### config.mk
export PLATFORM = sky130hd
export DESIGN_NAME = serial_dac_front
export DESIGN_NICKNAME = d
export VERILOG_FILES = /design/src/rtl/sdac_pkg.sv /design/src/rtl/sdac_sync.sv /design/src/rtl/sdac_shifter.sv /design/src/rtl/sdac_hold.sv /design/src/rtl/serial_dac_front.sv
export SDC_FILE = /design/constraint.sdc
export NUM_CORES = 1
export LEC_CHECK = 0
export BUFFER_PORTS_ARGS = -buffer_cell sky130_fd_sc_hd__buf_2
export CAP_MARGIN = 20
export CORE_MARGIN = 5
export CORE_UTILIZATION = 45
export CTS_BUF_LIST = sky130_fd_sc_hd__clkbuf_8 sky130_fd_sc_hd__clkbuf_16
export DETAILED_ROUTE_END_ITERATION = 10
export PLACE_DENSITY = 0.73
export SYNTH_ARGS = -nofsm -noshare
export SYNTH_HDL_FRONTEND = slang
export SYNTH_SLANG_ARGS = --single-unit
### constraint.sdc
create_clock -name clk -period 1.6 [get_ports clk]
set_input_delay 0.4 -clock clk [delete_from_list [all_inputs] [get_ports clk]]
set_output_delay 0.4 -clock clk [all_outputs]
set_load 0.02 [all_outputs]
### src/rtl/sdac_pkg.sv
package sdac_pkg;

    localparam int DEF_WORD_W = 16;

    // Synchronized control/data pins carried as one bundle
    typedef struct packed {
        logic sclk;
        logic din;
        logic cs_n;
        logic ldac_n;
        logic clr_n;
    } pins_t;

    localparam int PINS_W = $bits(pins_t);

    // Idle levels: clocks low, selects and strobes inactive (high)
    localparam pins_t PINS_IDLE = '{sclk: 1'b0, din: 1'b0, cs_n: 1'b1,
                                    ldac_n: 1'b1, clr_n: 1'b1};

endpackage

### src/rtl/sdac_sync.sv
module sdac_sync #(
    parameter int              W      = 1,
    parameter int              STAGES = 2,
    parameter logic [W-1:0]    INIT   = '0
) (
    input  logic         clk,
    input  logic         rst,
    input  logic [W-1:0] d,
    output logic [W-1:0] q
);
    logic [W-1:0] stage [STAGES];

    always_ff @(posedge clk) begin
        if (rst) begin
            for (int i = 0; i < STAGES; i++) stage[i] <= INIT;
        end else begin
            stage[0] <= d;
            for (int i = 1; i < STAGES; i++) stage[i] <= stage[i-1];
        end
    end

    assign q = stage[STAGES-1];
endmodule

### src/rtl/sdac_shifter.sv
module sdac_shifter #(
    parameter int WORD_W = 16
) (
    input  logic              clk,
    input  logic              rst,
    input  logic              sclk_s,
    input  logic              din_s,
    input  logic              cs_n_s,
    output logic              word_done,
    output logic [WORD_W-1:0] word
);
    localparam int               CNT_W = $clog2(WORD_W + 2);
    localparam logic [CNT_W-1:0] FULL  = CNT_W'(WORD_W);
    localparam logic [CNT_W-1:0] OVER  = CNT_W'(WORD_W + 1);

    logic              sclk_q;
    logic              cs_q;
    logic [CNT_W-1:0]  cnt;
    logic [WORD_W-1:0] sreg;
    logic              rise;
    logic              frame_end;

    assign rise      = sclk_s & ~sclk_q;
    assign frame_end = cs_n_s & ~cs_q;

    always_ff @(posedge clk) begin
        if (rst) begin
            sclk_q    <= 1'b0;
            cs_q      <= 1'b1;
            cnt       <= '0;
            sreg      <= '0;
            word_done <= 1'b0;
            word      <= '0;
        end else begin
            sclk_q    <= sclk_s;
            cs_q      <= cs_n_s;
            word_done <= 1'b0;
            if (cs_n_s) begin
                cnt <= '0;
            end else if (rise) begin
                sreg <= {sreg[WORD_W-2:0], din_s};
                if (cnt != OVER) cnt <= cnt + 1'b1;
            end
            if (frame_end && cnt == FULL) begin
                word_done <= 1'b1;
                word      <= sreg;
            end
        end
    end
endmodule

### src/rtl/sdac_hold.sv
module sdac_hold #(
    parameter int WORD_W = 16
) (
    input  logic              clk,
    input  logic              rst,
    input  logic              word_done,
    input  logic [WORD_W-1:0] word,
    input  logic              ldac_n_s,
    input  logic              clr_n_s,
    output logic [WORD_W-1:0] in_word,
    output logic [WORD_W-1:0] dac_code
);
    localparam logic [WORD_W-1:0] MID = {1'b1, {(WORD_W-1){1'b0}}};

    logic clr_q;
    logic clr_fall;

    assign clr_fall = clr_q & ~clr_n_s;

    always_ff @(posedge clk) begin
        if (rst) begin
            clr_q    <= 1'b1;
            in_word  <= MID;
            dac_code <= MID;
        end else begin
            clr_q <= clr_n_s;
            if (word_done) in_word <= word;
            if (clr_fall)
                dac_code <= MID;
            else if (!ldac_n_s && clr_n_s)
                dac_code <= in_word;
        end
    end
endmodule

### src/rtl/serial_dac_front.sv
module serial_dac_front
    import sdac_pkg::*;
#(
    parameter int WORD_W = DEF_WORD_W
) (
    input  logic              clk,
    input  logic              rst,
    input  logic              sclk,
    input  logic              din,
    input  logic              cs_n,
    input  logic              ldac_n,
    input  logic              clr_n,
    output logic [WORD_W-1:0] dac_code
);
    pins_t             pin_raw;
    pins_t             pin_s;
    logic              clr_n_s;
    logic              ldac_n_s;
    logic              word_done;
    logic [WORD_W-1:0] word;
    logic [WORD_W-1:0] in_word;

    assign pin_raw = '{sclk: sclk, din: din, cs_n: cs_n,
                       ldac_n: ldac_n, clr_n: clr_n};

    sdac_sync #(
        .W      (PINS_W),
        .STAGES (2),
        .INIT   (PINS_IDLE)
    ) u_sync (
        .clk (clk),
        .rst (rst),
        .d   (pin_raw),
        .q   (pin_s)
    );

    assign clr_n_s  = pin_s.clr_n;
    assign ldac_n_s = pin_s.ldac_n;

    sdac_shifter #(.WORD_W(WORD_W)) u_shift (
        .clk       (clk),
        .rst       (rst),
        .sclk_s    (pin_s.sclk),
        .din_s     (pin_s.din),
        .cs_n_s    (pin_s.cs_n),
        .word_done (word_done),
        .word      (word)
    );

    sdac_hold #(.WORD_W(WORD_W)) u_hold (
        .clk       (clk),
        .rst       (rst),
        .word_done (word_done),
        .word      (word),
        .ldac_n_s  (ldac_n_s),
        .clr_n_s   (clr_n_s),
        .in_word   (in_word),
        .dac_code  (dac_code)
    );
endmodule

**Word-level counts from Yosys, hierarchy flattened**

Memories as Yosys holds them, arrays and structs flattened.
Index checks and enable logic that the tools add are counted.
W data, S select, Z words.

- Register bits after elaboration: 73
- Latch bits: 0
- Bits in writable memories: 10
- ROM bits: 0
- Bits of input ports: 7
- Output and inout port bits: 16
- Logic and storage cells: 35
- Memories kept: 1

- $add $sub $neg: 1
- $mul: 0
- Divide/modulo/power cells: 0
- $lt $le $gt $ge: 0
- Equal/unequal tests: 2
- Shifts and indexed selects: 0
- Mux-type cells: 6
- Bitwise logic cells: 9
- Reduce and logical (&&, ||, !) cells: 7

Memories:

| memory | words | width | rd ports | clocked after memory_dff | wr ports | RTL line | RTL |
|---|---|---|---|---|---|---|---|
| u_sync.stage | 2 | 5 | 2 | 0 | 2 | sdac_sync.sv:11 | `logic [W-1:0] stage [STAGES];` |

Operators with widths:

| cell | number |
|---|---|
| $mux W5 | 2 |
| $add A5 B1 Y5 const B | 1 |
| $eq A5 B5 Y1 const B | 1 |
| $ne A5 B5 Y1 const B | 1 |
| $mux W1 | 4 |
| $not A1 Y1 | 4 |
| $reduce_and A2 Y1 | 2 |
| $reduce_or A2 Y1 | 2 |
| $and A1 B1 Y1 | 3 |
| $logic_and A1 B1 Y1 | 2 |
| $or A1 B1 Y1 | 2 |
| $logic_not A1 Y1 | 1 |

**Depth between registers and ports, before layout**

Gate-level depths: netlist of run 1.

- Depth after elaboration: 4
- Mapped depth: 7
- Gate-level depth less buffers: 5

**Modules after synthesis**

A second synthesis of run 1 with hierarchy kept.

- Cell total of the unflattened synthesis: 333
- Area total of the unflattened synthesis: 3447.1 µm²

By module, submodules not included:

| module | times used | cells each | area an instance (µm²) | sequential area each (µm²) |
|---|---|---|---|---|
| sdac_shifter | 1 | 180 | 1686.6 | 800.8 |
| sdac_hold | 1 | 128 | 1460.2 | 660.6 |
| sdac_sync | 1 | 25 | 300.3 | 200.2 |

**Worst setup path before layout of run 1**

No wires, ideal clock.

- Path kind: reg2reg
- Start point: register u_shift.cnt[0]
- End point: register u_shift.word[10]
- Library setup time: 0.072 ns
- Arrival: 1.317 ns
- Required time: 1.528 ns
- Slack: 0.211 ns
- Stages on the path, launching flop included: 8
- Path buffers: 2
- Period minus slack after synthesis: 1.389 ns
- Path through: dfxtp_1 -> inv_1 -> ha_1 -> nand3b_1 -> nor4b_2 -> buf_4 -> buf_8 -> mux2i_1

- Cells in the longest elaborated chain, start to end: 2

RTL lines:

| element | RTL line | RTL |
|---|---|---|
| start, declared | sdac_shifter.sv:18 | `logic [CNT_W-1:0] cnt;` |
| start signal, assigned | sdac_shifter.sv:42 | `if (cnt != OVER) cnt <= cnt + 1'b1;` |
| $eq A5 B5 Y1 | sdac_shifter.sv:44 | `if (frame_end && cnt == FULL) begin` |
| $logic_and A1 B1 Y1 | sdac_shifter.sv:44 |  |
| end signal, assigned | sdac_shifter.sv:46 | `word <= sreg;` |
| end, declared | sdac_shifter.sv:10 | `output logic [WORD_W-1:0] word` |

Every way passes these cells.
A chain may end at the register's enable or synchronous reset.

**Worst setup path in the final report of run 1**

- Start point: register u_shift.cnt[0]
- End point: register u_shift.word[9]

Same word-level chain as after synthesis.

==> results of run 1 <==
-- metal layers --
metal,track usage [%],vias up
met4,7.69,0
met5,0,-
met3,3.17,10
met2,19.5,29
met1,15.1,908
li1,-,1100
-- path summary, 6_finish.rpt --
path / start / end / slack, ns / cells past startpoint
hold / removal: ldac_n / u_sync.stage[0][1] / 0.23 / 2
setup reg to reg: u_shift.cnt[0] / u_shift.word[9] / 0.15 / 6
hold reg to reg: u_sync.stage[0][2] / u_sync.stage[0][7] / 0.41 / 1
setup / recovery: u_shift.cnt[0] / u_shift.word[9] / 0.15 / 6
-- critical path, delay by kind of cell (launching register included) --
kind,cells,cell delay (ns)
adder cells (fa/ha/maj),1,0.14
AND/OR/NAND/NOR,2,0.38
flip-flops,1,0.35
multiplexers,1,0.20
buffers and inverters,2,0.30
-- per-stage QoR --
stage	instances	setup WS (ns)	util, %
2_1_floorplan	329	0.211	-
3_3_place_gp	415	0.214	48.5
3_5_place_dp	415	0.138	48.5
4_1_cts	430	0.116	51.7
5_1_grt	430	0.0222	51.7
6_report	430	0.150	51.7
-- where the power goes --
part / internal [mW] / switching, mW / leakage (nW) / total, mW
logic: 0.0376 / 0.0510 / 0.406 / 0.0886
registers: 2.08 / 0.00673 / 0.671 / 2.09
clock network: 0.907 / 0.687 / 0.106 / 1.59
-- cells by family after synthesis --
kind of cell / after synthesis
AND/OR/NAND/NOR: 146
flip-flops: 83
AO/OA/AOI/OAI: 42
multiplexers: 31
buffers and inverters: 24
adder cells (fa/ha/maj): 3
-- layout by cell type, fill, tap and decap left out, drive strengths merged --
cell type	Yosys	final
buf	9	27
a211o	1	1
clkbuf	12	10
bufinv	0	2
clkinvlp	0	2
nand4bb	1	1
or2	8	8
o21ai	4	4
nand2b	34	34
a21oi	36	36
nor4b	1	1
or3b	1	1
inv	3	4
or3	2	2
nor3b	1	1
nor2b	9	9
nand4b	1	1
ha	3	3
nor2	15	15
nand3	3	3
mux2i	31	31
nand3b	3	3
nand2	66	66
a21o	1	1
dfxtp	83	83
nor4bb	1	1
-- sequential cells by signal (all words and copies together), names as in the netlist --
register / count
u_hold.dac_code: 16
u_hold.in_word: 16
u_shift.sreg: 16
u_shift.word: 16
u_sync.stage: 10
u_shift.cnt: 5
u_hold.clr_q: 1
u_shift.cs_q: 1
u_shift.sclk_q: 1
u_shift.word_done: 1
-- layout make-up --
| class | instances | area [sq um] |
|---|---|---|
| inverter | 3 | 11.3 |
| clock buffer | 10 | 138 |
| tap | 80 | 100 |
| timing repair buffer | 27 | 173 |
| clock inverter | 5 | 78.8 |
| multi-input combinational | 222 | 1310 |
| sequential | 83 | 1660 |
| fill | 619 | 3240 |
==> reports/qor.json, run 1 <==
{
  "required": {"value": 1.87, "unit": "ns"},
  "detail-route-antenna-nets": {"value": 0},
  "post_cts.resized_instances": {"value": 0},
  "cp-end-kind": {"value": "flop"},
  "drc_errors": {"value": 0},
  "synth.ff_latch_count": {"value": 83},
  "worst_skew_pair.late_latency": {"value": 0.35, "unit": "ns"},
  "synth-compound-area-share": {"value": 7.03, "unit": "%"},
  "cts_buffer_depth": {"value": 2},
  "grt_pass1_wl": {"value": 8520, "unit": "microns"},
  "post-dp-hpwl": {"value": 3190, "unit": "microns"},
  "report.final.slew_viol_count": {"value": 0},
  "cts.clk_slew.worst_paths": {"value": 0.08, "unit": "ns"},
  "largest_net_degree_at_the_start_of_global_routing": {"value": 66},
  "drtPass1Iterations": {"value": 4},
  "cp.arrival": {"value": 1.72, "unit": "ns"},
  "relSlewSlack": {"value": 65.1, "unit": "%"},
  "number_of_buffers_inserted_during_clock_tree_synthesis": {"value": 9},
  "asyncSetResetFlopFracSynth": {"value": 0, "unit": "%"},
  "grt_usage": {"value": 12.4, "unit": "%"},
  "holdBufCountCts": {"value": 0},
  "totalWireLength": {"value": 4720, "unit": "microns"},
  "period_minus_slack": {"value": 1.45, "unit": "ns"},
  "route.top_layer_used": {"value": "met4"},
  "ys.flop_type": {"value": "sky130_fd_sc_hd__dfxtp_1"},
  "placeableCoreArea": {"value": 6720, "unit": "sq um"},
  "transition_time_at_the_pin_with_the_least_slew_margin": {"value": 0.524, "unit": "ns"},
  "fin_tns_setup": {"value": 0, "unit": "ns"},
  "routedLengthMet1": {"value": 2320, "unit": "microns"},
  "global_route.overflow_total": {"value": 0},
  "worstPathMaxFanout": {"value": 17},
  "cts_root_buffer": {"value": "sky130_fd_sc_hd__clkbuf_8"},
  "synth_cell_type_count": {"value": 27},
  "powerDensity": {"value": 1080, "unit": "nW/um^2"},
  "synth_top_cell_by_area": {"value": "sky130_fd_sc_hd__dfxtp_1"},
  "nets": {"value": 356},
  "antenna_found_initial": {"value": 0},
  "synth_adder_area_share": {"value": 1.22, "unit": "%"},
  "syn_nets": {"value": 339},
  "syn-instance-count": {"value": 329},
  "critPathKind": {"value": "reg2reg"},
  "vias_per_cell": {"value": 4.76},
  "synth_xor_xnor_area_share": {"value": 0, "unit": "%"},
  "post_cts_buffers": {"value": 0},
  "die_x": {"value": 92.7, "unit": "microns"},
  "vias": {"value": 2047},
  "number_of_input_and_output_port_buffers_inserted": {"value": 22},
  "main_combinational_cell_family_by_area_after_synthesis": {"value": "simple AND/OR/NAND/NOR gates"},
  "max-cap-violations": {"value": 0},
  "design_area": {"value": 3470, "unit": "sq um"},
  "timing.hold.worst.class": {"value": "in2reg"},
  "rsz0062_at_grt": {"value": "no"},
  "total_power": {"value": 3.77, "unit": "mW"},
  "timing_hold_violations_final": {"value": 0},
  "vdd_ir_drop_max": {"value": 0.000418, "unit": "V"},
  "post_synth_and_or_nand_nor_area_fraction": {"value": 24.0, "unit": "%"},
  "share_of_synthesized_area_spent_on_multiplexers": {"value": 10.1, "unit": "%"},
  "ys_seq_area_share": {"value": 54.0, "unit": "%"},
  "insertedDiodeCount": {"value": 0},
  "post-synth-top-count-cell": {"value": "sky130_fd_sc_hd__dfxtp_1"},
  "run_status": {"value": "completed"},
  "max_clock_freq": {"value": 0.690, "unit": "GHz"},
  "mappedNetlistArea": {"value": 3080, "unit": "sq um"},
  "dr_wl_met2": {"value": 2090, "unit": "microns"},
  "synth_edf_count": {"value": 0},
  "initial_utilization": {"value": 45.8, "unit": "%"},
  "placed_cell_area": {"value": 3260, "unit": "sq um"},
  "critPathSlowestCell": {"value": "sky130_fd_sc_hd__dfxtp_1"},
  "cts_max_level": {"value": 3},
  "number_of_global_route_vias_before_repair": {"value": 1929},
  "tritoncts_clock_tree": {"value": "done"},
  "die-height": {"value": 92.7, "unit": "microns"},
  "skew": {"value": 0.00828, "unit": "ns"},
  "flow.area_growth_from_synthesis": {"value": 12.9, "unit": "%"},
  "routed-wl-met3": {"value": 179, "unit": "microns"},
  "fin_worst_hold_slack": {"value": 0.229, "unit": "ns"},
  "numClockSinks": {"value": 83},
  "synth.yosys.warnings": {"value": 0},
  "cellLeakagePower": {"value": 1.18, "unit": "nW"},
  "drive_above_1_share": {"value": 14.6, "unit": "%"},
  "ys_top_cells_by_area": {"value": "sky130_fd_sc_hd__dfxtp_1 54%, sky130_fd_sc_hd__mux2i_1 10%, sky130_fd_sc_hd__nand2_1 8.0%, sky130_fd_sc_hd__nand2b_1 6.9%, sky130_fd_sc_hd__a21oi_1 5.9%"},
  "synth_common_cells": {"value": "83 x sky130_fd_sc_hd__dfxtp_1, 66 x sky130_fd_sc_hd__nand2_1, 36 x sky130_fd_sc_hd__a21oi_1, 34 x sky130_fd_sc_hd__nand2b_1, 31 x sky130_fd_sc_hd__mux2i_1"},
  "drt_first_iter_violations": {"value": 57},
  "netlist.area_leader.share": {"value": 54.0, "unit": "%"},
  "wire_per_inst": {"value": 11.0, "unit": "microns"},
  "startpoint_type": {"value": "flop"},
  "critical_path.max_stage_delay": {"value": 0.35, "unit": "ns"},
  "syn-mean-instance-area": {"value": 9.36, "unit": "sq um"},
  "floorplan.die_area": {"value": 8590, "unit": "sq um"},
  "ios": {"value": 23},
  "gpl.final_weighted_congestion": {"value": 0.750},
  "critical_path_cell_by_cell": {"value": "inv_1 > ha_1 > nand3b_1 > nor4b_4 > buf_12 > mux2i_1"},
  "setup_viol": {"value": 0},
  "floorplan.rows": {"value": 30},
  "finalCritPeriodShare": {"value": 90.6, "unit": "%"}
}
Note: power is estimated with default switching activity, not from simulation.
==> run 2, diff against run 1 <==
- MAX_ROUTING_LAYER: unset -> met4
==> run 2 against run 1 <==
Routed wire length shrank 0.11%. Register-to-register slack about the same. Combinational power about the same. Critical path depth stayed put. Power hardly changed. Core utilization unchanged. Via count grew 0.15%. Die area did not move. Maximum frequency is essentially flat.
==> reports/qor.json, run 2 (synthesis results as in run 1) <==
{
  "timing.hold.worst.class": {"value": "in2reg", "change": "unchanged"},
  "post_cts_buffers": {"value": 0, "change": "unchanged"},
  "drc_errors": {"value": 0, "change": "unchanged"},
  "grtUsageMet2": {"value": 19.5, "unit": "%", "change": "unchanged"},
  "cellLeakagePower": {"value": 1.18, "unit": "nW", "change": "unchanged"},
  "hold-path-endpoint": {"value": "u_sync.stage[0][1]", "change": "unchanged"},
  "worstHoldStart": {"value": "ldac_n", "change": "unchanged"},
  "final_common_cell": {"value": "sky130_fd_sc_hd__dfxtp_1", "change": "unchanged"},
  "die_x": {"value": 92.7, "unit": "microns", "change": "unchanged"},
  "initial_utilization": {"value": 45.8, "unit": "%", "change": "unchanged"},
  "period_minus_slack": {"value": 1.45, "unit": "ns", "change": "about the same"},
  "cts_buffer_depth": {"value": 2, "change": "unchanged"},
  "nets": {"value": 356, "change": "unchanged"},
  "timing_hold_violations_final": {"value": 0, "change": "unchanged"},
  "antenna_found_initial": {"value": 0, "change": "unchanged"},
  "cts_root_buffer": {"value": "sky130_fd_sc_hd__clkbuf_8", "change": "unchanged"},
  "max_clock_freq": {"value": 0.690, "unit": "GHz", "change": "about the same"},
  "critical_path_cell_by_cell": {"value": "inv_1 > ha_1 > nand3b_1 > nor4b_4 > buf_12 > mux2i_1", "change": "unchanged"},
  "flow.area_growth_from_synthesis": {"value": 12.9, "unit": "%", "change": "unchanged"},
  "die-height": {"value": 92.7, "unit": "microns", "change": "unchanged"},
  "drt_first_iter_violations": {"value": 57, "change": "unchanged"},
  "drive_above_1_share": {"value": 14.6, "unit": "%", "change": "unchanged"},
  "vdd_ir_drop_max": {"value": 0.000416, "unit": "V", "change": "was 0.000418 V"},
  "ios": {"value": 23, "change": "unchanged"},
  "run_status": {"value": "completed", "change": "unchanged"},
  "placed_cell_area": {"value": 3260, "unit": "sq um", "change": "unchanged"},
  "global_route.overflow_total": {"value": 0, "change": "unchanged"},
  "placeableCoreArea": {"value": 6720, "unit": "sq um", "change": "unchanged"},
  "startpoint_type": {"value": "flop", "change": "unchanged"},
  "largest_net_degree_at_the_start_of_global_routing": {"value": 66, "change": "unchanged"},
  "setup_viol": {"value": 0, "change": "unchanged"},
  "grt_usage": {"value": 12.7, "unit": "%", "change": "was 12.4%"},
  "critPathKind": {"value": "reg2reg", "change": "unchanged"},
  "report.final.slew_viol_count": {"value": 0, "change": "unchanged"},
  "reg2reg_depth": {"value": 6, "change": "unchanged"},
  "groute.layer.met1.usage": {"value": 15.1, "unit": "%", "change": "unchanged"},
  "power.share.clock": {"value": 42.3, "unit": "%", "change": "about the same"},
  "floorplan.rows": {"value": 30, "change": "unchanged"},
  "critical_path.reg2reg.startpoint": {"value": "u_shift.cnt[0]", "change": "unchanged"},
  "grtUsageMet3": {"value": 3.17, "unit": "%", "change": "unchanged"},
  "final_core_utilization": {"value": 51.7, "unit": "%", "change": "unchanged"},
  "multi_input_logic_area": {"value": 1310, "unit": "sq um", "change": "unchanged"},
  "vias_per_cell": {"value": 4.77, "change": "was 4.76"},
  "number_of_global_route_vias_before_repair": {"value": 1929, "change": "unchanged"},
  "vias": {"value": 2050, "change": "was 2047"},
  "cp.arrival": {"value": 1.72, "unit": "ns", "change": "about the same"},
  "cts_max_level": {"value": 3, "change": "unchanged"},
  "numClockSinks": {"value": 83, "change": "unchanged"},
  "cts.clk_slew.worst_paths": {"value": 0.08, "unit": "ns", "change": "about the same"},
  "tritoncts_clock_tree": {"value": "done", "change": "unchanged"},
  "totalWireLength": {"value": 4710, "unit": "microns", "change": "was 4720 microns"},
  "fraction_of_power_consumed_by_combinational_cells": {"value": 2.4, "unit": "%", "change": "about the same"},
  "number_of_buffers_inserted_during_clock_tree_synthesis": {"value": 9, "change": "unchanged"},
  "fin_tns_setup": {"value": 0, "unit": "ns", "change": "unchanged"},
  "insertedDiodeCount": {"value": 0, "change": "unchanged"},
  "reg2reg_to": {"value": "u_shift.word[9]", "change": "unchanged"},
  "grt_busiest_layer": {"value": "met2", "change": "unchanged"},
  "number_of_input_and_output_port_buffers_inserted": {"value": 22, "change": "unchanged"},
  "powerDensity": {"value": 1080, "unit": "nW/um^2", "change": "about the same"},
  "finalCritPeriodShare": {"value": 90.6, "unit": "%", "change": "about the same"},
  "setup.reg_to_reg.worst_slack": {"value": 0.15, "unit": "ns", "change": "about the same"},
  "worst_skew_pair.late_latency": {"value": 0.34, "unit": "ns", "change": "was 0.35 ns"},
  "transition_time_at_the_pin_with_the_least_slew_margin": {"value": 0.524, "unit": "ns", "change": "unchanged"},
  "post-dp-hpwl": {"value": 3190, "unit": "microns", "change": "unchanged"},
  "drtPass1Iterations": {"value": 4, "change": "unchanged"},
  "detail-route-antenna-nets": {"value": 0, "change": "unchanged"},
  "critical_path.max_stage_delay": {"value": 0.35, "unit": "ns", "change": "about the same"},
  "max-cap-violations": {"value": 0, "change": "unchanged"},
  "gpl.final_weighted_congestion": {"value": 0.760, "change": "was 0.750"},
  "critPathSlowestCell": {"value": "sky130_fd_sc_hd__dfxtp_1", "change": "unchanged"},
  "post_cts.resized_instances": {"value": 0, "change": "unchanged"},
  "skew": {"value": 0.00820, "unit": "ns", "change": "was 0.00828 ns"},
  "sequentialPowerShare": {"value": 55.4, "unit": "%", "change": "about the same"},
  "required": {"value": 1.87, "unit": "ns", "change": "about the same"},
  "grt_pass1_wl": {"value": 8520, "unit": "microns", "change": "unchanged"},
  "wire_per_inst": {"value": 11.0, "unit": "microns", "change": "about the same"},
  "mostFrequentLayoutCells": {"value": "83 x sky130_fd_sc_hd__dfxtp_1, 66 x sky130_fd_sc_hd__nand2_1, 36 x sky130_fd_sc_hd__a21oi_1, 34 x sky130_fd_sc_hd__nand2b_1, 31 x sky130_fd_sc_hd__mux2i_1", "change": "unchanged"},
  "min_delay_path_depth": {"value": 2, "change": "unchanged"},
  "rsz0062_at_grt": {"value": "no", "change": "unchanged"},
  "total_power": {"value": 3.77, "unit": "mW", "change": "about the same"},
  "netSwitchingPower": {"value": 744, "unit": "uW", "change": "was 745 uW"},
  "cp-end-kind": {"value": "flop", "change": "unchanged"},
  "floorplan.die_area": {"value": 8590, "unit": "sq um", "change": "unchanged"},
  "relSlewSlack": {"value": 65.1, "unit": "%", "change": "unchanged"},
  "holdBufCountCts": {"value": 0, "change": "unchanged"},
  "power.switching_fraction": {"value": 19.7, "unit": "%", "change": "was 19.8%"},
  "design_area": {"value": 3470, "unit": "sq um", "change": "unchanged"},
  "sequential_cell_area": {"value": 1660, "unit": "sq um", "change": "unchanged"},
  "fill_cells": {"value": 619, "change": "unchanged"},
  "worstPathMaxFanout": {"value": 17, "change": "unchanged"},
  "internal_power": {"value": 3.02, "unit": "mW", "change": "about the same"}
}
## run 2: cell counts in the layout (fill, tap and decap cells not counted)
No cell type changed its count.
## run 2: cell type report
cell class / count / area share [%]
tap: 80 / 2.88
sequential: 83 / 47.8
clock inverter: 5 / 2.27
timing repair buffer: 27 / 4.97
multi-input combinational: 222 / 37.8
clock buffer: 10 / 3.96
inverter: 3 / 0.324
## run 2: power groups by stage
stage	registers [mW]	clock network (mW)	logic, mW
global placement	2.13	0	0.0892
CTS	2.09	1.65	0.0909
finish	2.09	1.59	0.0886
detailed placement	2.13	0	0.0905
global route	2.09	1.74	0.0993
floorplan	2.13	0	0.0670
## run 2: worst max-delay path by stage
stage / from / endpoint / slack, ns / depth (start not counted)
after floorplan: u_shift.cnt[0] / u_shift.word[10] / 0.21 / 7
after global placement: u_shift.cnt[0] / u_shift.word[10] / 0.21 / 6
after detailed placement: u_shift.cnt[0] / u_shift.word[15] / 0.14 / 6
after CTS: u_shift.cnt[0] / u_shift.word[15] / 0.12 / 6
after global routing: u_shift.cnt[0] / u_shift.word[12] / 0.02 / 6
final: u_shift.cnt[0] / u_shift.word[9] / 0.15 / 6
## run 2: stage by stage
| step | hold WS (ns) | setup slack (ns) | std cells |
|---|---|---|---|
| after floorplan | 0.389 | 0.211 | 329 |
| after global placement | 0.392 | 0.214 | 415 |
| after detailed placement | 0.398 | 0.138 | 415 |
| after CTS | 0.210 | 0.116 | 430 |
| after global routing | 0.220 | 0.0222 | 430 |
| final | 0.230 | 0.151 | 430 |
## run 2: critical path: cells and delay by family (launching register included)
kind                       cells  cell delay, ns
and+or+nand+nor                2            0.38
adders and majority gates      1            0.14
muxes                          1            0.20
DFF                            1            0.35
buffers and inverters          2            0.30
## run 2: routing by layer
metal / wire length (microns) / up-vias
li1: - / 1101
met1: 2330 / 910
met2: 2090 / 29
met3: 172 / 10
met4: 121 / 0
met5: 0 / -
==> run 3, diff against run 2 <==
- clock period: 1.6 -> 1.5 ns (I/O delays scaled with it)
==> run 3 against run 2 <==
Final area is 0.58% higher. First-iteration DRC count up 26%. Sequential power increased by 6%. Sequential share of layout area decreased by 0.20 points. Hold slack worse by 0.021 ns. Core utilization is 0.30 points higher. Power increased by 8.4%. Clock skew up 0.0010 ns. Critical path type unchanged. Highest routed layer unchanged.
==> reports/qor.json, run 3 (synthesis results as in run 1) <==
{
  "nets": {"value": 357, "change": "was 356"},
  "cp.arrival": {"value": 1.70, "unit": "ns", "change": "was 1.72 ns"},
  "drive_above_1_share": {"value": 15.6, "unit": "%", "change": "was 14.6%"},
  "detail-route-antenna-nets": {"value": 0, "change": "unchanged"},
  "startpoint_type": {"value": "flop", "change": "unchanged"},
  "totalWireLength": {"value": 4670, "unit": "microns", "change": "was 4710 microns"},
  "cts_root_buffer": {"value": "sky130_fd_sc_hd__clkbuf_8", "change": "unchanged"},
  "insertedDiodeCount": {"value": 0, "change": "unchanged"},
  "fin_tns_setup": {"value": 0, "unit": "ns", "change": "unchanged"},
  "number_of_global_route_vias_before_repair": {"value": 1966, "change": "was 1929"},
  "gpl.final_weighted_congestion": {"value": 0.762, "change": "was 0.760"},
  "initial_utilization": {"value": 45.8, "unit": "%", "change": "unchanged"},
  "cellLeakagePower": {"value": 1.20, "unit": "nW", "change": "was 1.18 nW"},
  "holdBufCountCts": {"value": 0, "change": "unchanged"},
  "drtPass1Iterations": {"value": 4, "change": "unchanged"},
  "placeableCoreArea": {"value": 6720, "unit": "sq um", "change": "unchanged"},
  "required": {"value": 1.77, "unit": "ns", "change": "was 1.87 ns"},
  "layoutNonFillerInstCount": {"value": 432, "change": "was 430"},
  "max-cap-violations": {"value": 0, "change": "unchanged"},
  "mostFrequentLayoutCells": {"value": "81 x sky130_fd_sc_hd__dfxtp_1, 66 x sky130_fd_sc_hd__nand2_1, 36 x sky130_fd_sc_hd__a21oi_1, 34 x sky130_fd_sc_hd__nand2b_1, 31 x sky130_fd_sc_hd__mux2i_1", "change": "was 83 x sky130_fd_sc_hd__dfxtp_1, 66 x sky130_fd_sc_hd__nand2_1, 36 x sky130_fd_sc_hd__a21oi_1, 34 x sky130_fd_sc_hd__nand2b_1, 31 x sky130_fd_sc_hd__mux2i_1"},
  "sequential_cell_area": {"value": 1660, "unit": "sq um", "change": "about the same"},
  "antenna_found_initial": {"value": 0, "change": "unchanged"},
  "skew": {"value": 0.00923, "unit": "ns", "change": "was 0.00820 ns"},
  "floorplan.rows": {"value": 30, "change": "unchanged"},
  "number_of_buffers_inserted_during_clock_tree_synthesis": {"value": 9, "change": "unchanged"},
  "vias": {"value": 2044, "change": "was 2050"},
  "die-height": {"value": 92.7, "unit": "microns", "change": "unchanged"},
  "drt_first_iter_violations": {"value": 72, "change": "was 57"},
  "vdd_ir_drop_max": {"value": 0.000516, "unit": "V", "change": "was 0.000416 V"},
  "period_minus_slack": {"value": 1.43, "unit": "ns", "change": "was 1.45 ns"},
  "cts.clk_slew.worst_paths": {"value": 0.08, "unit": "ns", "change": "about the same"},
  "drc_errors": {"value": 0, "change": "unchanged"},
  "rsz0062_at_grt": {"value": "yes", "change": "was no"},
  "transition_time_at_the_pin_with_the_least_slew_margin": {"value": 0.523, "unit": "ns", "change": "was 0.524 ns"},
  "floorplan.die_area": {"value": 8590, "unit": "sq um", "change": "unchanged"},
  "wire_per_inst": {"value": 10.8, "unit": "microns", "change": "was 11.0 microns"},
  "grt_pass1_wl": {"value": 8540, "unit": "microns", "change": "was 8520 microns"},
  "critPathKind": {"value": "reg2reg", "change": "unchanged"},
  "worstPathMaxFanout": {"value": 17, "change": "unchanged"},
  "ios": {"value": 23, "change": "unchanged"},
  "cts_buffer_depth": {"value": 2, "change": "unchanged"},
  "max_clock_freq": {"value": 0.698, "unit": "GHz", "change": "was 0.690 GHz"},
  "report.final.slew_viol_count": {"value": 0, "change": "unchanged"},
  "powerDensity": {"value": 1170, "unit": "nW/um^2", "change": "was 1080 nW/um^2"},
  "worst_skew_pair.late_latency": {"value": 0.34, "unit": "ns", "change": "about the same"},
  "largest_net_degree_at_the_start_of_global_routing": {"value": 60, "change": "was 66"},
  "relSlewSlack": {"value": 65.1, "unit": "%", "change": "about the same"},
  "setup_viol": {"value": 0, "change": "unchanged"},
  "cts_max_level": {"value": 3, "change": "unchanged"},
  "number_of_input_and_output_port_buffers_inserted": {"value": 22, "change": "unchanged"},
  "multi_input_logic_area": {"value": 1310, "unit": "sq um", "change": "unchanged"},
  "timing.hold.worst.class": {"value": "in2reg", "change": "unchanged"},
  "placed_cell_area": {"value": 3270, "unit": "sq um", "change": "was 3260 sq um"},
  "global_route.overflow_total": {"value": 0, "change": "unchanged"},
  "run_status": {"value": "completed", "change": "unchanged"},
  "numClockSinks": {"value": 83, "change": "unchanged"},
  "dpl.cell_count": {"value": 416, "change": "was 415"},
  "timing_hold_violations_final": {"value": 0, "change": "unchanged"},
  "flow.area_growth_from_synthesis": {"value": 13.5, "unit": "%", "change": "was 12.9%"},
  "vias_per_cell": {"value": 4.73, "change": "was 4.77"},
  "grt_usage": {"value": 12.5, "unit": "%", "change": "was 12.7%"},
  "die_x": {"value": 92.7, "unit": "microns", "change": "unchanged"},
  "design_area": {"value": 3490, "unit": "sq um", "change": "was 3470 sq um"},
  "fill_cells": {"value": 623, "change": "was 619"},
  "post-dp-hpwl": {"value": 3200, "unit": "microns", "change": "was 3190 microns"},
  "tritoncts_clock_tree": {"value": "done", "change": "unchanged"},
  "finalCritPeriodShare": {"value": 95.5, "unit": "%", "change": "was 90.6%"},
  "final_common_cell": {"value": "sky130_fd_sc_hd__dfxtp_1", "change": "unchanged"},
  "cp-end-kind": {"value": "flop", "change": "unchanged"}
}
-- run 3: worst max-delay path, stage by stage, from the launching register on --
cell	delay, ns
sky130_fd_sc_hd__dfxtp_2	0.34
sky130_fd_sc_hd__inv_1	0.09
sky130_fd_sc_hd__ha_1	0.15
sky130_fd_sc_hd__nand3b_1	0.11
sky130_fd_sc_hd__nor4b_4	0.28
sky130_fd_sc_hd__buf_12	0.21
sky130_fd_sc_hd__mux2i_1	0.19
-- run 3: final cells by class --
cell class                      instances  share of cell area (%)
Multi-Input combinational cell        222                    37.6
Clock buffer                           10                    3.94
Sequential cell                        83                    47.6
Clock inverter                          6                    2.54
Timing Repair Buffer                   28                    5.16
Inverter                                3                   0.322
Tap cell                               80                    2.86
-- run 3: timing repair --
item,in CTS,in global routing
buffers inserted,0,0
setup endpoints to repair,0,18
resized for setup,0,2
-- run 3: worst paths after layout --
kind | startpoint | endpoint | slack, ns | cells after the start
worst max-delay path | u_shift.cnt[1] | u_shift.word[13] | 0.07 | 6
worst min-delay path | ldac_n | u_sync.stage[0][1] | 0.21 | 2
worst max register to register | u_shift.cnt[1] | u_shift.word[13] | 0.07 | 6
worst min register to register | u_sync.stage[0][1] | u_sync.stage[0][6] | 0.41 | 1
-- run 3: metrics by stage --
step | setup WS (ns) | hold slack [ns] | utilization, % | total power, mW
2_1_floorplan | 0.111 | 0.389 | - | 2.35
3_3_place_gp | 0.111 | 0.392 | 48.6 | 2.37
3_5_place_dp | 0.0567 | 0.399 | 48.6 | 2.38
4_1_cts | 0.0328 | 0.189 | 52.0 | 4.14
5_1_grt | -0.0621 | 0.199 | 52.0 | 4.24
6_report | 0.0681 | 0.209 | 52.0 | 4.08
-- run 3: per-layer routing --
metal,global-route usage (%),routed length [microns]
met4,6.11,86
met2,18.8,2010
met5,-,0
met1,15.8,2370
met3,3.17,200
-- run 3: power breakdown --
group / switching [mW] / internal (mW) / total (mW) / leakage (nW)
combinational: 0.0551 / 0.0418 / 0.0969 / 0.411
clock: 0.774 / 0.986 / 1.76 / 0.114
sequential: 0.00732 / 2.22 / 2.22 / 0.672
total: 0.837 / 3.24 / 4.08 / 1.20
